==> config.mk <==
export PLATFORM = sky130hd
export DESIGN_NAME = slave_port_arbiter
export DESIGN_NICKNAME = d
export VERILOG_FILES = /design/src/rtl/spa_pkg.sv /design/src/rtl/spa_pick.sv /design/src/rtl/spa_park.sv /design/src/rtl/slave_port_arbiter.sv
export SDC_FILE = /design/constraint.sdc
export NUM_CORES = 1
export LEC_CHECK = 0
export BUFFER_PORTS_ARGS = -buffer_cell sky130_fd_sc_hd__buf_2
export CORE_MARGIN = 5
export CORE_UTILIZATION = 62
export CTS_BUF_LIST = sky130_fd_sc_hd__clkbuf_2
export CTS_CLUSTER_SIZE = 30
export DETAILED_ROUTE_END_ITERATION = 16
export GPL_TIMING_DRIVEN = 0
export PLACE_DENSITY = 0.86
export SETUP_SLACK_MARGIN = 0.4
export SLEW_MARGIN = 5
export SYNTH_ARGS = -nofsm -noshare
export SYNTH_HDL_FRONTEND = slang
export SYNTH_HIERARCHICAL = 1
export SYNTH_SLANG_ARGS = --single-unit
==> constraint.sdc <==
create_clock -name clk_i -period 6.8 [get_ports clk_i]
set_input_delay 1.36 -clock clk_i [delete_from_list [all_inputs] [get_ports clk_i]]
set_output_delay 1.36 -clock clk_i [all_outputs]
set_load 0.03 [all_outputs]
==> src/rtl/spa_pkg.sv <==
package spa_pkg;

    localparam int IDX_W       = 4;
    localparam int MAX_MASTERS = 16;

    typedef enum logic [1:0] {
        PARK_NONE  = 2'b00,
        PARK_LAST  = 2'b01,
        PARK_FIXED = 2'b10
    } park_e;

    typedef struct packed {
        logic             valid;
        logic [IDX_W-1:0] idx;
    } owner_t;

    // Code 2'b11 is reserved and folds onto the disconnect policy.
    function automatic park_e decode_park(input logic [1:0] code);
        case (code)
            2'b01:   return PARK_LAST;
            2'b10:   return PARK_FIXED;
            default: return PARK_NONE;
        endcase
    endfunction

endpackage

==> src/rtl/spa_pick.sv <==
module spa_pick
    import spa_pkg::*;
#(
    parameter int N_MASTERS = 8
) (
    input  logic [N_MASTERS-1:0] req_i,
    input  logic                 fixed_prio_i,
    input  owner_t               last_i,
    output owner_t               win_o
);

    localparam logic [IDX_W:0] N_L = (IDX_W+1)'(N_MASTERS);

    logic [IDX_W:0]     after_last;
    logic [IDX_W:0]     start;
    logic [N_MASTERS-1:0] rot;

    always_comb begin
        after_last = {1'b0, last_i.idx} + (IDX_W+1)'(1);
        if (fixed_prio_i || !last_i.valid || after_last >= N_L)
            start = '0;
        else
            start = after_last;
        // Rotate so that bit 0 is the first candidate of the search.
        rot = N_MASTERS'({req_i, req_i} >> start);
    end

    always_comb begin
        int c;
        win_o = '0;
        for (int k = 0; k < N_MASTERS; k++) begin
            c = int'(start) + k;
            if (c >= N_MASTERS) c = c - N_MASTERS;
            if (!win_o.valid && rot[k]) begin
                win_o.valid = 1'b1;
                win_o.idx   = IDX_W'(c);
            end
        end
    end

endmodule

==> src/rtl/spa_park.sv <==
module spa_park
    import spa_pkg::*;
#(
    parameter int N_MASTERS = 8
) (
    input  logic [1:0]       mode_i,
    input  logic [IDX_W-1:0] fix_idx_i,
    input  owner_t           last_i,
    output owner_t           park_o
);

    localparam logic [IDX_W:0] N_L = (IDX_W+1)'(N_MASTERS);

    always_comb begin
        park_o = '0;
        case (decode_park(mode_i))
            PARK_LAST:  park_o = last_i;
            PARK_FIXED: begin
                if ({1'b0, fix_idx_i} < N_L) begin
                    park_o.valid = 1'b1;
                    park_o.idx   = fix_idx_i;
                end
            end
            default:    park_o = '0;
        endcase
    end

endmodule

==> src/rtl/slave_port_arbiter.sv <==
module slave_port_arbiter
    import spa_pkg::*;
#(
    parameter int N_MASTERS = 8
) (
    input  logic                 clk_i,
    input  logic                 rst_i,
    input  logic [N_MASTERS-1:0] req_i,
    input  logic                 access_done_i,
    input  logic [1:0]           park_mode_i,
    input  logic [IDX_W-1:0]     park_idx_i,
    input  logic                 fixed_prio_i,
    output logic [N_MASTERS-1:0] gnt_o,
    output logic [IDX_W-1:0]     gnt_idx_o
);

    localparam logic [IDX_W:0] N_L = (IDX_W+1)'(N_MASTERS);

    owner_t cur_q, cur_d;
    owner_t last_q, last_d;
    logic   busy_q, busy_d;
    owner_t win, park;
    logic   owner_req;
    logic   parked_hit;
    logic   rearb;

    spa_pick #(.N_MASTERS(N_MASTERS)) u_pick (
        .req_i        (req_i),
        .fixed_prio_i (fixed_prio_i),
        .last_i       (last_q),
        .win_o        (win)
    );

    spa_park #(.N_MASTERS(N_MASTERS)) u_park (
        .mode_i    (park_mode_i),
        .fix_idx_i (park_idx_i),
        .last_i    (last_q),
        .park_o    (park)
    );

    always_comb begin
        owner_req = 1'b0;
        for (int i = 0; i < N_MASTERS; i++)
            if (cur_q.valid && cur_q.idx == IDX_W'(i) && req_i[i])
                owner_req = 1'b1;
    end

    assign parked_hit = !busy_q && owner_req;
    assign rearb      = (busy_q && access_done_i) || (!busy_q && !parked_hit);

    always_comb begin
        cur_d  = cur_q;
        last_d = last_q;
        busy_d = busy_q;
        if (parked_hit) begin
            busy_d = 1'b1;
            last_d = cur_q;
        end else if (rearb) begin
            if (win.valid) begin
                cur_d  = win;
                last_d = win;
                busy_d = 1'b1;
            end else begin
                cur_d  = park;
                busy_d = 1'b0;
            end
        end
    end

    always_ff @(posedge clk_i) begin
        if (rst_i) begin
            cur_q  <= '0;
            last_q <= '0;
            busy_q <= 1'b0;
        end else begin
            cur_q  <= cur_d;
            last_q <= last_d;
            busy_q <= busy_d;
        end
    end

    for (genvar g = 0; g < N_MASTERS; g++) begin : g_gnt
        assign gnt_o[g] = cur_q.valid && (cur_q.idx == IDX_W'(g));
    end
    assign gnt_idx_o = cur_q.idx;


    a_r2_grant_onehot: assert property (@(posedge clk_i) disable iff (rst_i)
        $onehot0(gnt_o));


    a_r4_hold_during_access: assert property (@(posedge clk_i) disable iff (rst_i)
        (busy_q && !access_done_i) |=> $stable(gnt_o));

    a_r4_access_has_owner: assert property (@(posedge clk_i) disable iff (rst_i)
        busy_q |-> (gnt_o != '0));


    a_r3_idle_grant_to_requester: assert property (@(posedge clk_i) disable iff (rst_i)
        (!busy_q && !parked_hit && req_i != '0) |=> (busy_q && (gnt_o & $past(req_i)) != '0));


    a_r7_disconnect_when_idle: assert property (@(posedge clk_i) disable iff (rst_i)
        (busy_q && access_done_i && req_i == '0 && decode_park(park_mode_i) == PARK_NONE)
        |=> (gnt_o == '0));


    a_r9_fixed_park: assert property (@(posedge clk_i) disable iff (rst_i)
        (busy_q && access_done_i && req_i == '0 && decode_park(park_mode_i) == PARK_FIXED
         && {1'b0, park_idx_i} < N_L)
        |=> (gnt_o != '0 && gnt_idx_o == $past(park_idx_i)));


    a_r10_parked_hit_keeps_grant: assert property (@(posedge clk_i) disable iff (rst_i)
        (!busy_q && (req_i & gnt_o) != '0) |=> ($stable(gnt_o) && busy_q));

endmodule

* Word level (Yosys, flattened, before mapping) *
Index checks and enable logic that the tools add are counted.
W data, S select, Z words.

word-level totals
  flip-flop bits (word level) = 11
  logic and storage cells = 123

cells by class
  equal/unequal tests = 11
  shift operators = 1
  reductions and logical operators = 44
  add/sub/neg operators = 16
  bitwise logic cells = 1
  mux-type cells = 35
  order comparisons = 10

operators with widths
  kind                   number
  $mux W5                14
  $ge A6 B4 Y1 const B   7
  $mux W4                8
  $sub A4 B4 Y4 const B  8
  $logic_and A1 B1 Y1    26
  $add A5 B3 Y6 const B  4
  $eq A4 B3 Y1 const B   4
  $shr A16 B5 Y8         1
  $add A5 B2 Y6 const B  2
  $mux W1                11
  $ge A5 B4 Y1 const B   2
  $logic_not A1 Y1       10
  $pmux W5 S2            1
  $eq A4 B2 Y1 const B   2
  $add A5 B1 Y6 const B  1
  $add A4 B1 Y5 const B  1
  $eq A2 B1 Y1 const B   2
  $eq A2 B2 Y1 const B   2
  $eq A4 B1 Y1 const B   1
  $logic_not A4 Y1       1
  $lt A4 B4 Y1 const B   1
  $pmux W2 S2            1
  $reduce_and A2 Y1      2
  $reduce_bool A2 Y1     2
  other kinds (2)        4

* Depth between registers and ports, before layout *
  depth in word-level cells = 31
  mapped depth = 15

* Hierarchy *
The synthesis kept the hierarchy.

modules (own cells, without submodules)
  module              instances  area each (um2)  cells an instance
  spa_pick            1          1051.0           154
  slave_port_arbiter  1          730.7            88
  spa_park            1          102.6            17

* Least setup slack after synthesis *
OpenSTA, ideal clock, no wires.

  kind = input -> register
  from = input fixed_prio_i
  to = register cur_q, in the netlist gnt_idx_o[0]
  buffers on the path = 0
  arrival time = 3711 ps
  cell stages on the path = 11
  setup time = 121 ps
  slack = 2968 ps
  data required time = 6679 ps
  path through = nor3b_4 -> mux2i_2 -> or4b_4 -> a21oi_4 -> nor2b_2 -> o22ai_1 -> a22oi_1 -> or3_1 -> nand3_1 -> a21oi_1 -> mux2_2

RTL lines
  what                    line                      text
  start: declaration      slave_port_arbiter.sv:12  input logic fixed_prio_i,
  end signal: assignment  slave_port_arbiter.sv:76  cur_q <= cur_d;
  end: declaration        slave_port_arbiter.sv:19  owner_t cur_q, cur_d;

==> impl_metrics.csv <==
group,metric,value,unit
run_status,run_status,"completed",
power_and_ir_drop,peakVddDrop,0.2158,mV
yosys,synth_edf_count,0,
yosys,yosysSeqAreaShare,0.1169,
clock_tree,cts_resized,0,
layout,areaGrowthSynthToFinish,10.96,%
drt,routedWlPerCell,15.79,um
clock_tree,postCtsHoldBufs,0,
yosys,synth_nets,285,
yosys,ys_ff_latch,11,
place,port_buffers,29,
sta,setup_violations,0,
floorplan,io_pins,30,
global_route,grt_pass1_wl,8576,um
sta,max_freq,230.9,MHz
clock_tree,clk_pin_slew_worst_paths,100,ps
layout,nNetsFinal,319,
floorplan,die_area,4242,sq um
floorplan,die_x,65.13,um
worst_hold_path,hold_class,"reg2reg",
layout,diodes,0,
global_route,grt_max_degree,14,
sta,holdWs,598.2,ps
power_and_ir_drop,total_power,401.1,uW
global_route,grt_pass1_vias,1914,
clock_tree,cts_tree,"built",
clock_tree,root_buffer,"clkbuf_2",
drt,drc,0,
clock_tree,clkSinkCount,11,
layout,fill_cells,267,
drt,wl,5133,um
floorplan,die_h,65.13,um
sta,maxSlewViolCount,0,
setup_path,path_max_fanout,13,
yosys,syn_area,1884,sq um
sta,rsz0062_at_grt,"no",
drt,route.vias.total,2092,
setup_path,cp.arrival,4470,ps
place,dp_cells,321,
drt,ant_nets,0,
yosys,syn_inst,259,
sta,maxSlewHeadroom,0.5883,
global_route,grt-ovfl-total,0,
sta,fin_ws,2470,ps
global_route,antenna_found_initial,0,
clock_tree,clk_latency,240,ps
setup_path,cp-start-kind,"input port",
drt,drt-vias-per-instance,6.437,
sta,final_hold_viol_count,0,
yosys,yosysWarnings,6,
power_and_ir_drop,pwr_density_cell,191.8,nW/um^2
sta,period_share,0.6368,
clock_tree,cts_setup_buffers,0,
sta,period_minus_slack,4330,ps
power_and_ir_drop,leakagePower,0.9202,nW
clock_tree,numCtsBuffers,3,
place,place_congestion,0.9559,
sta,fin_worst_skew,7.604,ps
layout,final_common_cell,"buf_2",
layout,regArea,220.2,sq um
place,place_hpwl,4071,um
place,dp_slack,2296,ps
setup_path,end_kind,"flop",
job,maxCapViolations,0,
drt,drt_first_iter_violations,318,
layout,drive_gt1_frac,0.2397,
clock_tree,clock_path_buffers,2,
global_route,grt_use_total,0.2444,
yosys,synth_top_flop_cell,"dfxtp_1",
floorplan,initial_core_util,0.6328,
floorplan,rows,20,
setup_path,critical_path_class,"in2reg",
sta,fin_setup_tns,0,ps
clock_tree,htreeDepth,1,
drt,firstDrtPassIters,5,
yosys,ys_types,69,
layout,layout_common_cells,"buf_2 (30), nand2_1 (24), a21oi_1 (23), nor2_1 (21), inv_1 (13)",
sta,tightest_slew,616.9,ps
layout,multi_input_area,1516,sq um
floorplan,core_area,2978,sq um
yosys,avgSynthCellArea,7.275,sq um
yosys,async_flop_share,0,
layout,fin_cells,325,
setup_path,crit_required,6940,ps
sequential cells by signal, indices dropped and copies added, names as in the netlist:
name / flops
last_q: 5
gnt_idx_o: 4
busy_q: 1
cur_q: 1
synth_stat cells (3+ instances only):
cell	n	share of area
a211oi_1	4	0.016
a21oi_1	23	0.061
a22oi_1	3	0.012
a2bb2oi_1	3	0.014
a31oi_1	3	0.010
buf_4	7	0.028
clkbuf_1	5	0.010
dfxtp_1	11	0.12
ha_1	8	0.053
inv_1	13	0.026
inv_2	3	0.0060
mux2_2	8	0.048
mux2i_1	11	0.058
nand2_1	24	0.048
nand2b_1	6	0.020
nand3_1	7	0.019
nand3b_1	5	0.020
nor2_1	21	0.042
nor2b_1	7	0.023
nor3_1	7	0.019
o21ai_0	9	0.024
o22ai_1	10	0.033
xnor2_1	3	0.014
through the flow:
step	instance area, sq um	util
floorplan	1884	-
global route	2091	0.7021
detailed placement	2071	0.6954
CTS	2091	0.7021
global placement	2071	0.6954
finish	2091	0.7021
per-layer routing:
metal	vias to the layer above	part of all wire	global-route usage	wire, um
li1	1022	-	-	-
met4	0	0.016	0.05440	83
met1	972	0.43	0.3288	2226
met2	88	0.48	0.4189	2478
met5	-	0	0	0
met3	10	0.067	0.02906	343
kinds of logic after synthesis:
family / after synthesis / share of synthesized area
muxes: 21 / 0.1215
DFF: 11 / 0.1169
AOI/OAI and AO/OA: 82 / 0.3035
xor gates and xnor gates: 4 / 0.01860
and+or+nand+nor: 101 / 0.3041
buffers and inverters: 30 / 0.07835
adders and majority gates: 8 / 0.05312
other: 2 / 0.003986
path summary, 6_finish.rpt:
path                          startpoint                   endpoint  slack, ps  cells past startpoint
hold / removal     cur_q[4]$_SDFFE_PP0P_      cur_q[4]$_SDFFE_PP0P_        600                      2
setup reg to reg  last_q[0]$_SDFFE_PP0P_  gnt_idx_o[0]$_SDFFE_PP0P_       2900                     13
setup / recovery            fixed_prio_i  gnt_idx_o[0]$_SDFFE_PP0P_       2470                     12
hold reg to reg    cur_q[4]$_SDFFE_PP0P_      cur_q[4]$_SDFFE_PP0P_        600                      2
critical path, cell delays in order:
cell and delay, ps:
buf_2 130, nor3b_4 370, mux2i_2 250, nor2_2 560, o211ai_1 310, a21boi_0 230
o22ai_1 240, a22oi_1 120, or3_1 390, nand3_1 120, a21oi_1 100, mux2_2 280
final cells by class:
type                       instances  area share
timing repair buffer              29     0.06942
tap                               33     0.01975
clock buffer                       4    0.009575
sequential                        11      0.1053
inverter                          16     0.02873
multi-input combinational        218      0.7253
buffer                            14     0.04189
power by group:
group,internal (mW),switching [mW]
logic,0.113,0.166
registers,0.0729,0.0135
clock network,0.0156,0.0204
No activity file was read; power rests on OpenSTA's default activity.
